### config.mk
export PLATFORM = sky130hd
export DESIGN_NAME = fetch_thread_ctrl
export DESIGN_NICKNAME = d
export VERILOG_FILES = /design/src/rtl/fetch_thread_ctrl.sv
export SDC_FILE = /design/constraint.sdc
export NUM_CORES = 1
export LEC_CHECK = 0
export ABC_AREA = 1
export BUFFER_PORTS_ARGS = -buffer_cell sky130_fd_sc_hd__buf_4
export CAP_MARGIN = 15
export CORE_AREA = 2 2 122 124
export DETAILED_ROUTE_END_ITERATION = 10
export DIE_AREA = 0 0 124 126
export PLACE_DENSITY = 0.8
export SLEW_MARGIN = 5
export SYNTH_ARGS = -nofsm -noshare
export SYNTH_HDL_FRONTEND = slang
export SYNTH_SLANG_ARGS = --single-unit
export TNS_END_PERCENT = 100
### constraint.sdc
create_clock -name clk -period 2.5 [get_ports clk]
set_input_delay 0.25 -clock clk [delete_from_list [all_inputs] [get_ports clk]]
set_output_delay 0.25 -clock clk [all_outputs]
set_load 0.02 [all_outputs]
### src/rtl/fetch_thread_ctrl.sv
module fetch_thread_ctrl #(
  parameter int NTHR = 2,
  parameter int PCW = 32,
  parameter int IDW = 4,
  parameter int CNTW = 8,
  parameter int INST_BYTES = 4,
  parameter logic [PCW-1:0] RESET_PC = '0,
  localparam int TW = (NTHR > 1) ? $clog2(NTHR) : 1,
  localparam int NSRC = 4
) (
  input  logic                 clk,
  input  logic                 rst_n,
  input  logic [NTHR*NSRC-1:0] blk_set,
  input  logic [NTHR*NSRC-1:0] blk_clr,
  input  logic [NTHR-1:0]      cmt_squash,
  input  logic [NTHR*PCW-1:0]  cmt_target,
  input  logic [NTHR-1:0]      rob_busy,
  input  logic [NTHR-1:0]      dec_squash,
  input  logic [NTHR*PCW-1:0]  dec_target,
  input  logic                 req_go,
  input  logic [TW-1:0]        req_tid,
  input  logic                 req_accept,
  input  logic                 retry_ok,
  input  logic                 rsp_valid,
  input  logic [TW-1:0]        rsp_tid,
  input  logic [IDW-1:0]       rsp_id,
  input  logic                 turn_valid,
  input  logic [TW-1:0]        turn_tid,
  output logic [NTHR*4-1:0]    thr_state,
  output logic [NTHR*PCW-1:0]  thr_pc,
  output logic [NTHR*PCW-1:0]  thr_npc,
  output logic                 cache_blocked,
  output logic                 retry_valid,
  output logic [TW-1:0]        retry_tid,
  output logic [IDW-1:0]       retry_id,
  output logic [CNTW-1:0]      drop_cnt
);
  localparam logic [3:0] S_RUN   = 4'd0;
  localparam logic [3:0] S_SQ    = 4'd2;
  localparam logic [3:0] S_BLK   = 4'd3;
  localparam logic [3:0] S_WRSP  = 4'd4;
  localparam logic [3:0] S_WRTY  = 4'd5;
  localparam logic [3:0] S_ACC   = 4'd6;

  logic [NSRC-1:0] stall_q [NTHR];
  logic [3:0]      st_q    [NTHR];
  logic [PCW-1:0]  pc_q    [NTHR];
  logic [IDW-1:0]  oid_q   [NTHR];
  logic            slot_v;
  logic [TW-1:0]   slot_tid;
  logic [IDW-1:0]  slot_id;
  logic [CNTW-1:0] drop_q;
  logic [NTHR-1:0] issue_v, sq_v, drop_v;

  for (genvar t = 0; t < NTHR; t++) begin : g_thr
    wire [NSRC-1:0] stall_n = (stall_q[t] | blk_set[t*NSRC +: NSRC]) & ~blk_clr[t*NSRC +: NSRC];
    wire stall_any = |stall_n;
    wire dec_ok    = dec_squash[t] && (st_q[t] != S_SQ);
    wire ctl       = cmt_squash[t] || rob_busy[t] || dec_ok ||
                     (stall_any && st_q[t] != S_WRSP) ||
                     st_q[t] == S_BLK || st_q[t] == S_SQ;
    wire mine_rsp  = rsp_valid && (rsp_tid == TW'(t));
    wire rsp_hit   = mine_rsp && !ctl && st_q[t] == S_WRSP && rsp_id == oid_q[t];
    wire retry_hit = retry_ok && slot_v && slot_tid == TW'(t) && st_q[t] == S_WRTY;
    wire turn_hit  = turn_valid && turn_tid == TW'(t) && st_q[t] == S_ACC;
    logic [3:0] st_n;

    assign issue_v[t] = req_go && req_tid == TW'(t) && !ctl && st_q[t] == S_RUN && !slot_v;
    assign sq_v[t]    = cmt_squash[t] || dec_ok;
    assign drop_v[t]  = mine_rsp && !rsp_hit;

    always_comb begin
      st_n = st_q[t];
      if (cmt_squash[t] || rob_busy[t] || dec_ok) st_n = S_SQ;
      else if (stall_any && st_q[t] != S_WRSP)    st_n = S_BLK;
      else if (st_q[t] == S_BLK || st_q[t] == S_SQ) st_n = S_RUN;
      else if (rsp_hit)    st_n = stall_any ? S_BLK : S_ACC;
      else if (turn_hit)   st_n = S_RUN;
      else if (issue_v[t]) st_n = req_accept ? S_WRSP : S_WRTY;
      else if (retry_hit)  st_n = S_WRSP;
    end

    always_ff @(posedge clk) begin
      if (!rst_n) begin
        st_q[t]    <= S_RUN;
        stall_q[t] <= '0;
        pc_q[t]    <= RESET_PC;
        oid_q[t]   <= '0;
      end else begin
        st_q[t]    <= st_n;
        stall_q[t] <= stall_n;
        if (cmt_squash[t])   pc_q[t] <= cmt_target[t*PCW +: PCW];
        else if (dec_ok)     pc_q[t] <= dec_target[t*PCW +: PCW];
        if (issue_v[t])      oid_q[t] <= oid_q[t] + IDW'(1);
      end
    end

    assign thr_state[t*4 +: 4]   = st_q[t];
    assign thr_pc[t*PCW +: PCW]  = pc_q[t];
    assign thr_npc[t*PCW +: PCW] = pc_q[t] + PCW'(INST_BYTES);
  end

  always_ff @(posedge clk) begin
    if (!rst_n) begin
      slot_v   <= 1'b0;
      slot_tid <= '0;
      slot_id  <= '0;
      drop_q   <= '0;
    end else begin
      if (|issue_v && !req_accept) begin
        slot_v   <= 1'b1;
        slot_tid <= req_tid;
        slot_id  <= oid_q[req_tid] + IDW'(1);
      end else if (retry_ok) begin
        slot_v   <= 1'b0;
      end else if (slot_v && sq_v[slot_tid]) begin
        slot_v   <= 1'b0;
      end
      if (|drop_v) drop_q <= drop_q + CNTW'(1);
    end
  end

  assign cache_blocked = slot_v;
  assign retry_valid   = slot_v;
  assign retry_tid     = slot_tid;
  assign retry_id      = slot_id;
  assign drop_cnt      = drop_q;
endmodule


# ---- Word level (Yosys, flattened, before mapping)
# Memories as Yosys holds them, arrays and structs flattened.
# Index checks and enable logic that the tools add are counted.
dict set report classes {
  n_addsub 6
  magnitude_cmp 1
  n_eq_ne 16
  mux 54
  n_bitwise 20
  n_reduce_logical 60
}
# operator n
set op_table {}
lappend op_table {{$mux 32} 4}
lappend op_table {{$mux 4} 20}
lappend op_table {{$add 32x3->32 const B} 2}
lappend op_table {{$logic_and 1x1->1} 33}
lappend op_table {{$mux 1} 28}
lappend op_table {{$eq 4x3->1 const B} 6}
lappend op_table {{$eq 4x2->1 const B} 4}
lappend op_table {{$logic_or 1x1->1} 14}
lappend op_table {{$add 4x1->4 const B} 3}
lappend op_table {{$or 1x1->1} 10}
lappend op_table {{$add 8x1->8 const B} 1}
lappend op_table {{$and 4x4->4} 2}
lappend op_table {{$eq 4x4->1} 2}
lappend op_table {{$logic_not 4->1} 2}
lappend op_table {{$ne 4x2->1 const B} 2}
lappend op_table {{$ne 4x3->1 const B} 2}
lappend op_table {{$not 4->4} 2}
lappend op_table {{$or 4x4->4} 2}
lappend op_table {{$reduce_or 4->1} 2}
lappend op_table {{$logic_not 1->1} 6}
lappend op_table {{$mux 3} 2}
lappend op_table {{$not 1->1} 4}
lappend op_table {{$reduce_or 2->1} 2}
lappend op_table {{$reduce_bool 3->1} 1}
lappend op_table {{$lt 1x2->1 const B} 1}
dict set report word_totals {
  reg_bits 14
  ram_bits 88
  inputBits 164
  memories 4
}
# name words width read_ports rd_clocked_by_memory_dff write_ports line_no
set memory_table {}
lappend memory_table {pc_q 2 32 2 0 2 47} ;# logic [PCW-1:0] pc_q [NTHR];
lappend memory_table {oid_q 2 4 3 0 2 48} ;# logic [IDW-1:0] oid_q [NTHR];
lappend memory_table {st_q 2 4 2 0 2 46} ;# logic [3:0] st_q [NTHR];
lappend memory_table {stall_q 2 4 2 0 2 45} ;# logic [NSRC-1:0] stall_q [NTHR];

# ---- Depth between registers and ports, before layout
# Gate-level depths: netlist of run 1.
dict set report depth {
  depth_word 18
  depth_mapped 14
}

# ---- Worst setup path after synthesis of run 1
# Ideal clock, no wire load.
dict set report synth_path {
  path_kind {register to output}
  from {memory pc_q[1][2]}
  to {output port thr_npc[60]}
  arrival_time_ns 2.017
  t_required_ns 2.250
  slack_ns 0.233
  stages_incl_launch_ff 11
  path_cell_list {edfxtp_1 ha_1 nand3_1 nor3_4 nand2_2 nor2_4 nand3_4 nor2_4 nand2_2 nor2_2 xor2_1}
}
# item line_no
set synth_rtl {}
lappend synth_rtl {{start: declaration} 47}
lappend synth_rtl {{end: declaration} 31} ;# output logic [NTHR*PCW-1:0] thr_npc,

==> summary.txt, run 1 <==
STA
  • Clock skew: around 0.0054 ns
  • Setup violation total in the final timing report: 2
  • Worst slew pin tran: a little under 0.9 ns
  • Max Freq: roughly 0.40 GHz
  • Post-route setup slack: -0.01948 ns
  • Final Hold Fails: 0
  • Worst hold margin: about 0.064 ns
  • Period Utilization, post-route: 100.8%
  • Final min period: ~2.5 ns
  • RSZ-0062 raised after global routing: true
  • Final setup TNS: -0.02045 ns
  • Relative slew slack: between 40% and 50%
  • Max-slew violations: 0

Route
  • Initial DRC Count: ~670
  • Wire per inst: 17.60 microns
  • ANT nets after route: 0
  • Via count: slightly above 7k
  • Drt drc: 0
  • Drt via density: around 5.3
  • First-pass detailed-route iteration total: 5
  • Final WL: ~24000 microns

CTS
  • Cts hold-fix bufs: 0
  • Clock buffer depth: 2
  • Skew-Pair Late Insertion Delay: around 0.35 ns
  • H-tree depth: 3
  • CTS Root Cell: clkbuf_16
  • Clk slew on worst S/H paths: approximately 0.07 ns
  • Num CTS Buffers: 9
  • CTS tree: done
  • Clock sinks: 100

Power and ir drop
  • Pwr dens: 487.2 nW/um^2
  • Worst IR Drop VDD: approximately 340 uV
  • Leak Pwr: roughly 5 nW
  • Total power: approximately 4.8 mW

Synthesis
  • Most frequent cell after synthesis: nand2_1
  • Ys Warns: 0
  • Synth cell types: between 40 and 50
  • Main synth FF type: edfxtp_1
  • Synthesized cell area: roughly 6600 sq um
  • Post-synth EDFFs: between 70 and 80
  • Avg Cell Area, Syn: approximately 8.1 sq um
  • Mapped Cells: approximately 820
  • Post-synth top area share: approximately a third
  • #FFs+latches synth: 100
  • Synth top cells by count: nand2_1 (126), inv_1 (103), nand3_1 (99), nor2_1 (99), edfxtp_1 (72)
  • Synth top area cells: edfxtp_1 (33%), dfxtp_1 (8.5%), nand3_1 (7.5%)
  • Ys async rst share: 0%
  • Leading area contributor after synthesis: edfxtp_1
  • Share of the yosys chip area belonging to registers: between 40% and 50%

Floorplanning
  • IO Pins: between 300 and 400
  • FP Rows: 44
  • Area of the die: between 15000 and 20000 sq um
  • CORE AREA: around 14000 sq um
  • Die Wd: about 120 microns
  • Initial core utilization: about 46%
  • Die Ht: 126 microns

Global route
  • Vias in the first global route: roughly 6.4k
  • Grt total ovfl: 0
  • First-pass GRT wire length: around 35000 microns
  • Largest net degree at the start of global routing: 48
  • Initial antenna violation count: 0
  • Total Routing Usage GR: between 20% and 30%

Placed design
  • Placed cells: about 1.3k
  • GP Congestion: roughly 0.94
  • Worst setup slack after placement: about 0.15 ns
  • Post-DP HPWL: between 15000 and 20000 microns
  • DP Area: slightly above 9000 sq um
  • PortBufs: 312

Finish
  • Nets: ~1.3k
  • Finished layout cell area: 9946 sq um
  • Antenna Diode Count: 0
  • Synthesis-to-finish area growth: 51.21%
  • Core Util, Final: between 60% and 70%
  • Non-Filler Instances: around 1.4k
  • Fillers: 1137
  • Layout cells sized above 1: about two fifths

Min path
  • Worst Hold Class: in2reg

Worst setup path
  • CP startpoint kind: flop
  • CP required: approximately 2.3 ns
  • Crit Path Max Fanout: 3
  • WP data arrival: approximately 2.3 ns
  • Endpoint type of the worst setup path: primary output
  • Critical path class: reg2out

Outcome
  • Failing checks: setup timing
  • Status: complete, but fails checks

Job
  • Max-cap violation count: 0
## state kept, by name, indices dropped and copies added, names as in the netlist
name,count
retry_tid,1
drop_cnt,8
oid_q,8
cache_blocked,1
st_q,6
stall_q,8
pc_q,64
retry_id,4
## routing by layer
layer,routed length [microns],track usage (%)
met1,9097,36.66
met2,12020,48.32
met3,1895,4.710
met4,845,10.91
met5,0,0
## power by group
group / leakage (nW) / switching, mW / internal [mW]
registers: 1.03 / 0.145 / 1.91
clock network: 0.162 / 0.635 / 0.865
logic: 3.86 / 0.709 / 0.584
## cells in the final DEF (no fill, tap or decap), drive strengths merged, types with 11 or more instances in the layout
| cell | Yosys | layout |
|---|---|---|
| buf | 15 | 371 |
| nand2 | 139 | 139 |
| inv | 106 | 109 |
| nor2 | 107 | 107 |
| nand3 | 103 | 103 |
| edfxtp | 72 | 72 |
| xor2 | 45 | 45 |
| o21ai | 44 | 44 |
| o21a | 32 | 32 |
| nor3 | 32 | 32 |
| dfxtp | 28 | 28 |
| xnor2 | 22 | 22 |
| nand4 | 19 | 19 |
| a21oi | 15 | 15 |
| clkbuf | 18 | 11 |
## final cells by class
class                      instances  area, sq um  area share (%)
clock inverter                     5        53.80          0.5409
tap                              184        230.2           2.315
sequential                       100         2723           27.37
clock buffer                      11        264.0           2.654
timing repair buffer             371         2808           28.23
inverter                         107        401.6           4.038
multi-input combinational        578         3466           34.85
## logic make-up after synthesis
kind of cell	after synthesis	share of synthesized area, %
AND/OR/NAND/NOR	412	31.46
buffers and inverters	140	8.541
XOR/XNOR	67	8.921
other	1	0.05701
flip-flops	100	41.39
adder cells (fa/ha/maj)	6	1.141
AO/OA/AOI/OAI	91	8.484
## worst max-delay path, cell delays in order (launching register included)
cell      delay (ns)
edfxtp_1        0.43
ha_4            0.19
nand3_4         0.11
nor3_4          0.19
nand2_2         0.12
nor2_4          0.17
nand3_4         0.12
nor2_4          0.12
nand2_2         0.08
nor2_2          0.10
xor2_1          0.14
buf_4           0.16
## timing repair
item,4_1_cts,5_1_grt
buffers inserted,20,30
endpoints found under the setup margin,9,18
pin swaps,10,16
gates resized for setup,14,20
## path summary, 6_finish.rpt
| check | end | cells after the start | startpoint | slack (ns) |
|---|---|---|---|---|
| setup / recovery | thr_npc[60] | 11 | pc_q[1][2] | -0.02 |
| hold / removal | stall_q[0][1] | 2 | blk_clr[1] | 0.06 |
| setup reg to reg | pc_q[1][16] | 8 | st_q[1][1] | 0.53 |
| hold reg to reg | retry_id[0] | 2 | retry_id[0] | 0.49 |
(Power assumes the default switching activity.)
==> run 2, diff against run 1 <==
--- a/config.mk
+++ b/config.mk
@@ -11,6 +11,7 @@
 export CORE_AREA = 2 2 122 124
 export DETAILED_ROUTE_END_ITERATION = 10
 export DIE_AREA = 0 0 124 126
+export MAX_ROUTING_LAYER = met4
 export PLACE_DENSITY = 0.8
 export SLEW_MARGIN = 5
 export SYNTH_ARGS = -nofsm -noshare
==> summary.txt, run 2 (synthesis gave the netlist of run 1 again) <==
Worst setup path
  • CP startpoint kind: flop
  • WP data arrival: 2.34 ns
  • CP required: 2.25 ns
  • Slowest Stage Delay on Critical Path: ~0.42 ns
  • Critical path class: reg2out
  • Worst-path cell chain: nand2_2 -> nor2_1 -> nand2_2 -> nor2_4 -> nand4_4 -> nor2_4 -> nand3_4 -> nor3_4 -> xor2_2 -> buf_6
  • Critical-path top delay cell: edfxtp_1
  • Endpoint type of the worst setup path: primary output
  • Crit Path Max Fanout: 4

Power and ir drop
  • Leak Pwr: 5.054 nW
  • Seq pwr share: 42.4%
  • Sw Pwr: 1.510 mW
  • Clock power share: between 30 and 40%
  • Worst IR Drop VDD: about 330 uV
  • Pwr dens: approximately 490 nW/um^2
  • Total power: around 4.9 mW
  • Logic pwr share: a little over a quarter
  • Switch share: approximately 31%
  • Int Power: around 3.3 mW

CTS
  • Clock sinks: 100
  • H-tree depth: 3
  • CTS tree: done
  • Num CTS Buffers: 9
  • Clk slew on worst S/H paths: roughly 0.07 ns
  • CTS Root Cell: clkbuf_16
  • Clock buffer depth: 2
  • Skew-Pair Late Insertion Delay: 0.35 ns

Floorplanning
  • Area of the die: approximately 16000 sq um
  • Die Wd: 124 microns
  • Initial core utilization: 45.95%
  • FP Rows: between 40 and 50
  • CORE AREA: roughly 14000 sq um
  • Die Ht: ~130 microns
  • IO Pins: 315

Placed design
  • Worst setup slack after placement: -0.4275 ns
  • PortBufs: approximately 310
  • Placed cells: around 1.3k
  • DP Area: just over 9000 sq um
  • GP Congestion: 0.9504
  • Post-DP HPWL: around 17000 microns

Route
  • First-pass detailed-route iteration total: 5
  • ANT nets after route: 0
  • Final WL: around 24000 microns
  • Drt via density: ~5.2
  • Via count: just over 7k
  • Drt drc: 0
  • Wire per inst: between 15 and 20 microns
  • Initial DRC Count: 480

STA
  • Max Freq: slightly below 0.4 GHz
  • Relative slew slack: between 20 and 30%
  • Final min period: approximately 2.6 ns
  • Period Utilization, post-route: 103.7%
  • Clock skew: 0.007339 ns
  • Final Hold Fails: 0
  • Final setup TNS: -0.09375 ns
  • Worst slew pin tran: approximately 1.1 ns
  • Post-route setup slack: -0.09128 ns
  • Setup violation total in the final timing report: 2
  • RSZ-0062 raised after global routing: true
  • Max-slew violations: 0

Global route
  • Vias in the first global route: about 6.4k
  • Grt total ovfl: 0
  • Initial antenna violation count: 1
  • Total Routing Usage GR: between 20% and 30%
  • Largest net degree at the start of global routing: 48
  • First-pass GRT wire length: approximately 34000 microns

Finish
  • Nets: around 1.3k
  • Layout cells sized above 1: roughly two fifths
  • Non-Filler Instances: 1361
  • Commonest non-fill, non-tap cell in the layout: buf_4
  • Synthesis-to-finish area growth: 51.84%
  • Fillers: around 1.1k
  • Top reg by flops: pc_q
  • Commonest non-fill, non-tap cells in the layout: buf_4 (367), nand2_1 (124), inv_1 (101)
  • Finished layout cell area: between 9000 and 10000 sq um
  • Max reg flops: between 60 and 70

Outcome
  • Failing checks: setup timing
  • Status: complete, but fails checks

Min path
  • Worst Hold Class: in2reg

Job
  • Max-cap violation count: 0
-- run 2: cell count changes in the layout (fill, tap and decap cells not counted), sizes merged --
| cell | change |
|---|---|
| buf | +2 |
| clkbuf | -1 |
| clkinvlp | +3 |
| diode | +1 |
| inv | -1 |
| nor3 | +1 |
-- run 2: final cells by class --
cell class	count	area, sq um	area share, %
Antenna cell	1	2.502	0.02506
Clock buffer	10	250.2	2.506
Clock inverter	6	67.56	0.6765
Inverter	107	405.4	4.059
Multi-Input combinational cell	579	3457	34.62
Sequential cell	100	2723	27.26
Tap cell	184	230.2	2.305
Timing Repair Buffer	373	2844	28.48
Timing Repair inverter	1	7.507	0.07517
-- run 2: worst max-delay path: cells and delay by family (launching register included) --
| family | cells | cell delay (ns) |
|---|---|---|
| AND/OR/NAND/NOR | 8 | 1.18 |
| flip-flops | 1 | 0.42 |
| XOR/XNOR | 1 | 0.23 |
| buffers and inverters | 1 | 0.15 |
-- run 2: through the flow --
step / utilization (%) / hold WS [ns]
final: 69.77 / 0.06327
after global routing: 69.77 / 0.05906
after CTS: 67.18 / 0.05045
after detailed placement: 63.63 / 0.4264
after global placement: 63.63 / 0.4233
after floorplan: - / 0.3293
-- run 2: power groups by stage --
stage / sequential, mW / combinational, mW / clock [mW]
3_5_place_dp: 2.09 / 1.21 / 0
6_report: 2.06 / 1.30 / 1.50
3_3_place_gp: 2.08 / 1.20 / 0
4_1_cts: 2.05 / 1.24 / 1.52
5_1_grt: 2.07 / 1.39 / 1.58
2_1_floorplan: 2.17 / 0.487 / 0
-- run 2: routing by layer --
layer / routed length [microns] / up-vias / GRT usage, %
met5: 0 / - / -
met4: 977 / 0 / 12.43
met3: 1618 / 71 / 4.982
met2: 11800 / 342 / 47.25
met1: 9332 / 3289 / 35.75
li1: - / 3403 / -
-- run 2: worst paths after layout --
check | slack, ns | end | cells past startpoint | start
worst max register to register | 0.44 | pc_q[1][14] | 8 | st_q[1][1]
worst min register to register | 0.50 | retry_id[0] | 2 | retry_id[0]
worst min-delay path | 0.06 | stall_q[1][1] | 2 | blk_clr[5]
worst max-delay path | -0.09 | thr_npc[31] | 10 | pc_q[0][6]
-- run 2: what timing repair did --
item,in CTS,in global routing
cloned,1,1
setup buffers,17,31
hold buffers,0,0
setup endpoints to repair,40,50
pin swaps,13,27
resized for setup,9,21
